**src/rtl/i2cs_pkg.sv**
```systemverilog
package i2cs_pkg;
  localparam int unsigned DW = 8;

  localparam logic [3:0] MODE_SLV7    = 4'b0110;
  localparam logic [3:0] MODE_SLV7_SS = 4'b1110;

  localparam int unsigned CB_WCOL = 7;
  localparam int unsigned CB_OVF  = 6;
  localparam int unsigned CB_EN   = 5;
  localparam int unsigned CB_CKP  = 4;

  typedef enum logic [1:0] {
    RA_CTRL = 2'd0,
    RA_DATA = 2'd1,
    RA_STAT = 2'd2,
    RA_NONE = 2'd3
  } reg_addr_e;

  typedef enum logic [2:0] {
    ST_IDLE = 3'd0,
    ST_ADDR = 3'd1,
    ST_AACK = 3'd2,
    ST_RX   = 3'd3,
    ST_RACK = 3'd4,
    ST_TXLD = 3'd5,
    ST_TX   = 3'd6,
    ST_TACK = 3'd7
  } eng_state_e;

  function automatic logic mode_is_slave(input logic [3:0] m);
    return (m == MODE_SLV7) || (m == MODE_SLV7_SS);
  endfunction

  function automatic logic mode_has_ss_irq(input logic [3:0] m);
    return m == MODE_SLV7_SS;
  endfunction

  function automatic logic addr_hit(input logic [DW-1:0] frame, input logic [6:0] own);
    return frame[DW-1:1] == own;
  endfunction
endpackage

```
**src/rtl/i2cs_sync.sv**
```systemverilog
module i2cs_sync #(
  parameter int unsigned LINES  = 2,
  parameter int unsigned STAGES = 2
) (
  input  logic             clk,
  input  logic             rst_n,
  input  logic [LINES-1:0] async_i,
  output logic [LINES-1:0] level_o,
  output logic [LINES-1:0] prev_o
);
  genvar g;
  generate
    for (g = 0; g < LINES; g++) begin : g_line
      logic [STAGES-1:0] chain;
      logic              last;
      always_ff @(posedge clk or negedge rst_n) begin
        if (!rst_n) begin
          chain <= '1;
          last  <= 1'b1;
        end else begin
          chain <= {chain[STAGES-2:0], async_i[g]};
          last  <= chain[STAGES-1];
        end
      end
      assign level_o[g] = chain[STAGES-1];
      assign prev_o[g]  = last;
    end
  endgenerate
endmodule

```
**src/rtl/i2cs_cond.sv**
```systemverilog
module i2cs_cond (
  input  logic scl_s,
  input  logic scl_p,
  input  logic sda_s,
  input  logic sda_p,
  output logic scl_rise,
  output logic scl_fall,
  output logic start_det,
  output logic stop_det
);
  assign scl_rise  = scl_s && !scl_p;
  assign scl_fall  = !scl_s && scl_p;
  assign start_det = scl_s && scl_p && sda_p && !sda_s;
  assign stop_det  = scl_s && scl_p && !sda_p && sda_s;
endmodule

```
**src/rtl/i2cs_engine.sv**
```systemverilog
module i2cs_engine
  import i2cs_pkg::*;
#(
  parameter logic [6:0] OWN_ADDR = 7'h3A
) (
  input  logic          clk,
  input  logic          rst_n,
  input  logic          active,
  input  logic          scl_rise,
  input  logic          scl_fall,
  input  logic          start_det,
  input  logic          stop_det,
  input  logic          sda_s,
  input  logic [DW-1:0] buf_q,
  input  logic          buf_full,
  input  logic          ckp,
  output logic [DW-1:0] rx_byte,
  output logic          rx_push,
  output logic          ovf_evt,
  output logic          byte_done,
  output logic          hold_evt,
  output logic          tx_busy,
  output logic          sda_drive
);
  localparam int unsigned CW = $clog2(DW + 1);
  localparam logic [CW-1:0] LAST = CW'(DW);

  eng_state_e    st, st_n;
  logic [CW-1:0] cnt;
  logic [DW-1:0] shr;
  logic          mack_q;
  logic          rack_ack;

  always_comb begin
    st_n      = st;
    rx_push   = 1'b0;
    ovf_evt   = 1'b0;
    byte_done = 1'b0;
    hold_evt  = 1'b0;
    if (!active) begin
      st_n = ST_IDLE;
    end else if (start_det) begin
      st_n = ST_ADDR;
    end else if (stop_det) begin
      st_n = ST_IDLE;
    end else begin
      case (st)
        ST_ADDR: if (scl_fall && cnt == LAST) st_n = addr_hit(shr, OWN_ADDR) ? ST_AACK : ST_IDLE;
        ST_AACK: if (scl_fall) begin
          byte_done = 1'b1;
          if (shr[0]) begin
            st_n     = ST_TXLD;
            hold_evt = 1'b1;
          end else begin
            st_n = ST_RX;
          end
        end
        ST_RX: if (scl_fall && cnt == LAST) begin
          st_n = ST_RACK;
          if (buf_full) ovf_evt = 1'b1;
          else          rx_push = 1'b1;
        end
        ST_RACK: if (scl_fall) begin
          st_n      = ST_RX;
          byte_done = 1'b1;
        end
        ST_TXLD: if (ckp) st_n = ST_TX;
        ST_TX:   if (scl_fall && cnt == LAST) st_n = ST_TACK;
        ST_TACK: if (scl_fall) begin
          byte_done = 1'b1;
          if (mack_q) begin
            st_n     = ST_TXLD;
            hold_evt = 1'b1;
          end else begin
            st_n = ST_IDLE;
          end
        end
        default: ;
      endcase
    end
  end

  always_ff @(posedge clk or negedge rst_n) begin
    if (!rst_n) begin
      st       <= ST_IDLE;
      cnt      <= '0;
      shr      <= '0;
      mack_q   <= 1'b0;
      rack_ack <= 1'b0;
    end else begin
      st <= st_n;
      if (start_det || st_n != st) cnt <= '0;
      else if (scl_rise && (st == ST_ADDR || st == ST_RX || st == ST_TX)) cnt <= cnt + 1'b1;

      if (st == ST_TXLD) shr <= buf_q;
      else if (scl_rise && (st == ST_ADDR || st == ST_RX)) shr <= {shr[DW-2:0], sda_s};
      else if (st == ST_TX && scl_fall && cnt != LAST) shr <= {shr[DW-2:0], 1'b0};

      if (st == ST_TACK && scl_rise) mack_q <= !sda_s;
      if (st == ST_RX && st_n == ST_RACK) rack_ack <= rx_push;
    end
  end

  assign rx_byte   = shr;
  assign tx_busy   = (st == ST_TX) || (st == ST_TACK);
  assign sda_drive = (st == ST_AACK) || (st == ST_RACK && rack_ack) ||
                     ((st == ST_TXLD || st == ST_TX) && !shr[DW-1]);

  AST_RX_ACKED: assert property (@(posedge clk) disable iff (!rst_n) rx_push |=> sda_drive);
  AST_OVF_NACKED: assert property (@(posedge clk) disable iff (!rst_n) ovf_evt |=> !sda_drive);
  AST_OFF_BUS_IDLE: assert property (@(posedge clk) disable iff (!rst_n) !active |=> (st == ST_IDLE && !sda_drive));
  AST_DONE_ON_FALL: assert property (@(posedge clk) disable iff (!rst_n) byte_done |-> scl_fall);
endmodule

```
**src/rtl/i2cs_port.sv**
```systemverilog
module i2cs_port
  import i2cs_pkg::*;
#(
  parameter logic [6:0]  OWN_ADDR    = 7'h3A,
  parameter int unsigned SYNC_STAGES = 2
) (
  input  logic          clk,
  input  logic          rst_n,
  input  logic [1:0]    reg_addr,
  input  logic          reg_wr,
  input  logic          reg_rd,
  input  logic [DW-1:0] reg_wdata,
  output logic [DW-1:0] reg_rdata,
  output logic          irq,
  input  logic          scl_i,
  input  logic          sda_i,
  output logic          scl_oe,
  output logic          sda_oe
);
  logic          wcol_q, ovf_q, en_q, ckp_q, full_q, irq_q;
  logic [3:0]    mode_q;
  logic [DW-1:0] buf_q;
  logic [1:0]    lvl, prv;
  logic          scl_rise, scl_fall, start_det, stop_det;
  logic [DW-1:0] rx_byte;
  logic          rx_push, ovf_evt, byte_done, hold_evt, tx_busy, sda_drive;
  logic          active, wr_ctrl, wr_data, rd_data, wcol_set, ss_evt;

  i2cs_sync #(.LINES(2), .STAGES(SYNC_STAGES)) i_sync (
    .clk(clk), .rst_n(rst_n), .async_i({sda_i, scl_i}), .level_o(lvl), .prev_o(prv)
  );

  i2cs_cond i_cond (
    .scl_s(lvl[0]), .scl_p(prv[0]), .sda_s(lvl[1]), .sda_p(prv[1]),
    .scl_rise(scl_rise), .scl_fall(scl_fall), .start_det(start_det), .stop_det(stop_det)
  );

  i2cs_engine #(.OWN_ADDR(OWN_ADDR)) i_engine (
    .clk(clk), .rst_n(rst_n), .active(active),
    .scl_rise(scl_rise), .scl_fall(scl_fall), .start_det(start_det), .stop_det(stop_det),
    .sda_s(lvl[1]), .buf_q(buf_q), .buf_full(full_q), .ckp(ckp_q),
    .rx_byte(rx_byte), .rx_push(rx_push), .ovf_evt(ovf_evt), .byte_done(byte_done),
    .hold_evt(hold_evt), .tx_busy(tx_busy), .sda_drive(sda_drive)
  );

  assign active   = en_q && mode_is_slave(mode_q);
  assign wr_ctrl  = reg_wr && (reg_addr == RA_CTRL);
  assign wr_data  = reg_wr && (reg_addr == RA_DATA);
  assign rd_data  = reg_rd && (reg_addr == RA_DATA);
  assign wcol_set = wr_data && tx_busy;
  assign ss_evt   = active && mode_has_ss_irq(mode_q) && (start_det || stop_det);

  always_ff @(posedge clk or negedge rst_n) begin
    if (!rst_n) begin
      wcol_q <= 1'b0;
      ovf_q  <= 1'b0;
      en_q   <= 1'b0;
      ckp_q  <= 1'b0;
      mode_q <= '0;
      buf_q  <= '0;
      full_q <= 1'b0;
      irq_q  <= 1'b0;
    end else begin
      if (wr_ctrl) begin
        wcol_q <= wcol_q & reg_wdata[CB_WCOL];
        ovf_q  <= ovf_q & reg_wdata[CB_OVF];
        en_q   <= reg_wdata[CB_EN];
        ckp_q  <= reg_wdata[CB_CKP];
        mode_q <= reg_wdata[3:0];
      end
      if (wcol_set) wcol_q <= 1'b1;
      if (ovf_evt)  ovf_q  <= 1'b1;
      if (hold_evt) ckp_q  <= 1'b0;

      if (rx_push)                  buf_q <= rx_byte;
      else if (wr_data && !tx_busy) buf_q <= reg_wdata;

      if (rx_push)      full_q <= 1'b1;
      else if (rd_data) full_q <= 1'b0;

      irq_q <= byte_done || ss_evt;
    end
  end

  always_comb begin
    case (reg_addr)
      RA_CTRL: reg_rdata = {wcol_q, ovf_q, en_q, ckp_q, mode_q};
      RA_DATA: reg_rdata = buf_q;
      RA_STAT: reg_rdata = {{(DW-1){1'b0}}, full_q};
      default: reg_rdata = '0;
    endcase
  end

  assign irq    = irq_q;
  assign scl_oe = active && !ckp_q;
  assign sda_oe = active && sda_drive;

  AST_RELEASED_WHEN_OFF: assert property (@(posedge clk) disable iff (!rst_n) !en_q |-> (!scl_oe && !sda_oe));
  AST_FLAG_NO_SW_SET: assert property (@(posedge clk) disable iff (!rst_n) (wr_ctrl && !wcol_q && !ovf_q && !ovf_evt) |=> (!wcol_q && !ovf_q));
  AST_FULL_AFTER_PUSH: assert property (@(posedge clk) disable iff (!rst_n) rx_push |=> full_q);
  AST_OVF_NEEDS_FULL: assert property (@(posedge clk) disable iff (!rst_n) $rose(ovf_q) |-> $past(full_q));
  AST_AUTO_HOLD: assert property (@(posedge clk) disable iff (!rst_n) hold_evt |=> scl_oe);
  AST_WCOL_TX_ONLY: assert property (@(posedge clk) disable iff (!rst_n) $rose(wcol_q) |-> $past(tx_busy));
  AST_IRQ_PULSE: assert property (@(posedge clk) disable iff (!rst_n) irq |=> !irq);
endmodule

```
**config.mk**
```make
export PLATFORM = sky130hd
export DESIGN_NAME = i2cs_port
export DESIGN_NICKNAME = d
export VERILOG_FILES = /design/src/rtl/i2cs_pkg.sv /design/src/rtl/i2cs_sync.sv /design/src/rtl/i2cs_cond.sv /design/src/rtl/i2cs_engine.sv /design/src/rtl/i2cs_port.sv
export SDC_FILE = /design/constraint.sdc
export NUM_CORES = 1
export LEC_CHECK = 0
export BUFFER_PORTS_ARGS = -buffer_cell sky130_fd_sc_hd__buf_2
export CAP_MARGIN = 0
export CORE_AREA = 5 5 67 93
export CTS_CLUSTER_DIAMETER = 200
export CTS_CLUSTER_SIZE = 16
export DETAILED_ROUTE_END_ITERATION = 6
export DIE_AREA = 0 0 72 98
export GPL_TIMING_DRIVEN = 0
export HOLD_SLACK_MARGIN = 0.05
export SETUP_SLACK_MARGIN = 0.5
export SLEW_MARGIN = 15
export SYNTH_ARGS = -nofsm -noshare
export SYNTH_HDL_FRONTEND = slang
export SYNTH_SLANG_ARGS = --single-unit
export TNS_END_PERCENT = 50
```
**constraint.sdc**
```tcl
create_clock -name clk -period 3.1 [get_ports clk]
set_clock_uncertainty 0.05 [all_clocks]
set_input_delay 0.155 -clock clk [delete_from_list [all_inputs] [get_ports clk]]
set_output_delay 0.155 -clock clk [all_outputs]
set_load 0.01 [all_outputs]
```
==> results.txt <==
The flow ran to the end, and the final reports show no timing, DRC or antenna violations. The path class of the tightest hold or removal check is in2reg. After synthesis the netlist holds a flip-flop and latch count of 41. Yosys attributes the largest share of cell area to dfrtp_1, mux2i_1, dfstp_2. The clock-pin slew of the registers on the worst-case setup and hold paths is 0.09 ns. Clock tree synthesis selected as its root buffer the cell clkbuf_8. In this run the vertical extent of the chip is 98 um. The overall die width is 72 um.

The number of sinks handled by clock tree synthesis is 41. The final-report hold violation count came out at 0. The worst slew margin relative to its limit is 38.5%. Setup repair after global routing could not meet its margin everywhere. The share of flip-flops with an asynchronous set or reset after synthesis is 100%. The sequential share of the synthesized area is 43.6%. The CTS buffer count is 5.

The total count of max-transition violations in the final report came out at 0. Dividing total power by cell area gives a power density of 424 nW/um^2. In this run the critical register-to-register path is launched from mode_q[0]. The number of cells on the worst hold path came out at 2. The number of fillers in the final layout is 535. The number of cell instances on the worst register-to-register path came out at 6. Global routing consumed, over all layers together, 19.4% of the routing resources. The critical path is of the reg2reg type. The count of H-tree levels built during CTS is 2. The fraction of layout cells with a size suffix above 1 came out at 20.7%. The highest clock rate is 401 MHz. The number of nets in the layout came out at 307.

The area growth from synthesis to layout came out at 15.1%. At the later pin of the worst-skew pair, clock insertion delay measures 0.30 ns. Once detail routing completed, the nets flagged for antenna violations numbered 0. The maximum number of pins on one net before global-route repair came out at 42. The flop-to-flop setup slack is 0.61 ns. The final wirelength is 6340 um. The number of search-and-repair iterations in the first detailed-routing pass is 4. For the pin with the worst max-slew slack, the measured transition is 0.923 ns. The final antenna diode count came out at 0.

The critical path ends at i_engine.cnt[1]. The number of antenna violations at the first check in global routing is 0. Summing all multi-input logic gate instances after layout gives 1250 um^2. The largest voltage drop on the vdd net came out at 350 uV. The number of placement rows is 32.

STA classifies the critical path startpoint as a flop. The starting density of the core came out at 44.2%. The number of setup buffers added after CTS is 0.

The endpoint of the worst register-to-register path is i_engine.cnt[1]. The largest fanout on the critical path came out at 7. The count of unresolved DRC violations after routing came out at 0. In the synthesized netlist, the cells that appear most often are dfrtp_1, nor2_1, mux2i_1. The number of nets in the synthesized netlist is 270.

The most critical setup path has its startpoint at mode_q[0]. The cell count after synthesis came out at 252. The global-route wire length before repair came out at 10800 um. The compound-cell area share of the yosys netlist came out at 15.0%.

The synthesized-area fraction occupied by adder cells came out at 1.06%. The via count of the first global-routing pass came out at 2215. The number of input and output port buffers inserted came out at 26. The estimated wirelength of the detail-placed design came out at 4740 um. The final global-route overflow total is 0. The share of the clock period used by the worst path is 80.4%. The count of flip-flops with a built-in enable after synthesis is 0. The leading register cell type out of synthesis is dfrtp_1. The final total negative setup slack came out at 0 ns. The synthesized-area fraction occupied by xor and xnor cells is 1.48%. The count of cell types in the netlist is 52.

The worst setup path is captured at a flop. The area of the mapped netlist is 2370 um^2. The final hold slack is 0.0571 ns. Max-cap violations in this run came to 0.

The area fraction of the dominant cell type after synthesis came out at 36.9%. The most common cell in the synthesized netlist is dfrtp_1. The endpoint arrival time on the critical path came out at 2.61 ns. Multiplexer cells account for 12.5% of the synthesized area. The detailed-route via count is 2075. The simple-gate portion of the synthesized area came out at 22.5%. The clock period could shrink to 2.49 ns. The average cell area after synthesis came out at 9.41 um^2. The clock tree from TritonCTS is yes. The first-iteration detailed-routing DRC count is 122. After synthesis, the largest family of logic cells by area is simple AND/OR/NAND/NOR gates. The yosys synthesis warning count is 0. Summed over all instances, the cell type with the most area after synthesis is dfrtp_1.

At the worst endpoint, the required time is 3.22 ns. After floorplanning, the core was sized to cover 5370 um^2. The die covers 7060 um^2.

The I/O pin count is 27. The wire length per cell after detailed routing is 17.7 um. The maximum clock path buffer count is 2.

The via-per-instance ratio is 5.80. The global placer's final weighted congestion came out at 0.935. The static leakage came out at 1.17 nW. The area occupied by registers is 1030 um^2. The number of setup violations in the final report came out at 0.
per-stage QoR:
stage               power [mW]  util (%)  worst slack, ns  instance area [um^2]  std cells
global route              1.22      50.9            0.480                  2730        358
global placement         0.802      48.2            0.575                  2590        346
finish                    1.16      50.9            0.607                  2730        358
floorplan                0.727         -            0.850                  2370        252
CTS                       1.17      50.7            0.587                  2720        358
detailed placement       0.804      48.2            0.613                  2590        346
final cells by class:
class / instances / share of cell area [%]
sequential: 41 / 37.9
buffer: 15 / 2.66
clock inverter: 3 / 0.825
tap: 68 / 3.12
inverter: 6 / 0.825
timing repair buffer: 30 / 6.24
multi-input combinational: 190 / 45.9
clock buffer: 5 / 2.52
worst max-delay path, stage by stage, from the launching register on:
cell and delay, ns:
dfrtp_1 0.39, nand4b_2 0.35, or4_1 0.57, buf_2 0.18, or4b_1 0.51, nand4_1 0.21, nor3_1 0.10
cells in the final DEF, fill, tap and decap left out, types with 2 or more instances in the layout:
cell	netlist	routed
nor3_1	6	6
nand4_1	5	5
dlygate4sd3_1	0	4
o21ai_0	18	18
a21o_1	2	2
nor2_1	27	27
a31oi_1	3	3
or3b_2	2	2
xor2_1	3	3
clkinvlp_4	0	3
inv_1	6	6
nor2b_1	2	2
nor4_1	2	2
dfstp_2	6	6
nand3_1	5	5
and3b_1	2	2
nand3b_1	4	4
clkbuf_8	0	5
nand2b_1	6	6
dfrtp_1	35	35
a21oi_1	19	19
clkbuf_2	0	3
nand2_1	20	19
clkbuf_1	12	9
and4b_1	2	2
buf_2	1	27
nand4b_1	3	3
mux2_2	5	5
mux2i_1	24	24
a41oi_1	2	2
o31ai_1	4	3
ha_1	2	2
cell families after synthesis:
group,count (synthesis)
adder cells (fa/ha/maj),2
AND/OR/NAND/NOR,97
flip-flops,41
XOR/XNOR,4
multiplexers,29
buffers and inverters,21
AO/OA/AOI/OAI,58
timing repair:
item / in CTS / in global routing
gates resized for setup: 2 / 4
cloned: 0 / 0
endpoints found under the setup margin: 1 / 17
hold buffers: 4 / 0
endpoints found under the hold margin: 38 / 0
flip-flops by register name, indices dropped and copies added, names as in the netlist, 2 cells and up:
| register | cells |
|---|---|
| buf_q | 8 |
| i_sync.g_line.chain | 4 |
| mode_q | 4 |
| i_engine.rx_byte | 8 |
| i_sync.g_line.last | 2 |
| i_engine.cnt | 4 |
| i_engine.st | 3 |
routing by layer:
metal	track usage (%)	routed length [um]	share of wire (%)
met1	21.9	2460	39
met2	35.0	3470	55
met3	3.19	226	3.6
met4	8.97	182	2.9
met5	0	0	0
where the power goes:
| group | internal, mW | switching [mW] |
|---|---|---|
| combinational | 0.0758 | 0.0806 |
| clock | 0.158 | 0.205 |
| sequential | 0.585 | 0.0537 |
worst min-delay path by stage:
| stage | to | slack [ns] | from |
|---|---|---|---|
| global route | mode_q[0] | 0.06 | reg_wdata[0] |
| global placement | i_sync.g_line[1].chain[0] | 0.21 | sda_i |
| floorplan | buf_q[0] | -0.19 | rst_n |
| CTS | en_q | 0.06 | reg_wdata[5] |
| finish | en_q | 0.06 | reg_wdata[5] |
| detailed placement | i_sync.g_line[1].chain[0] | 0.21 | sda_i |
Power figures use the tool's default switching activity.
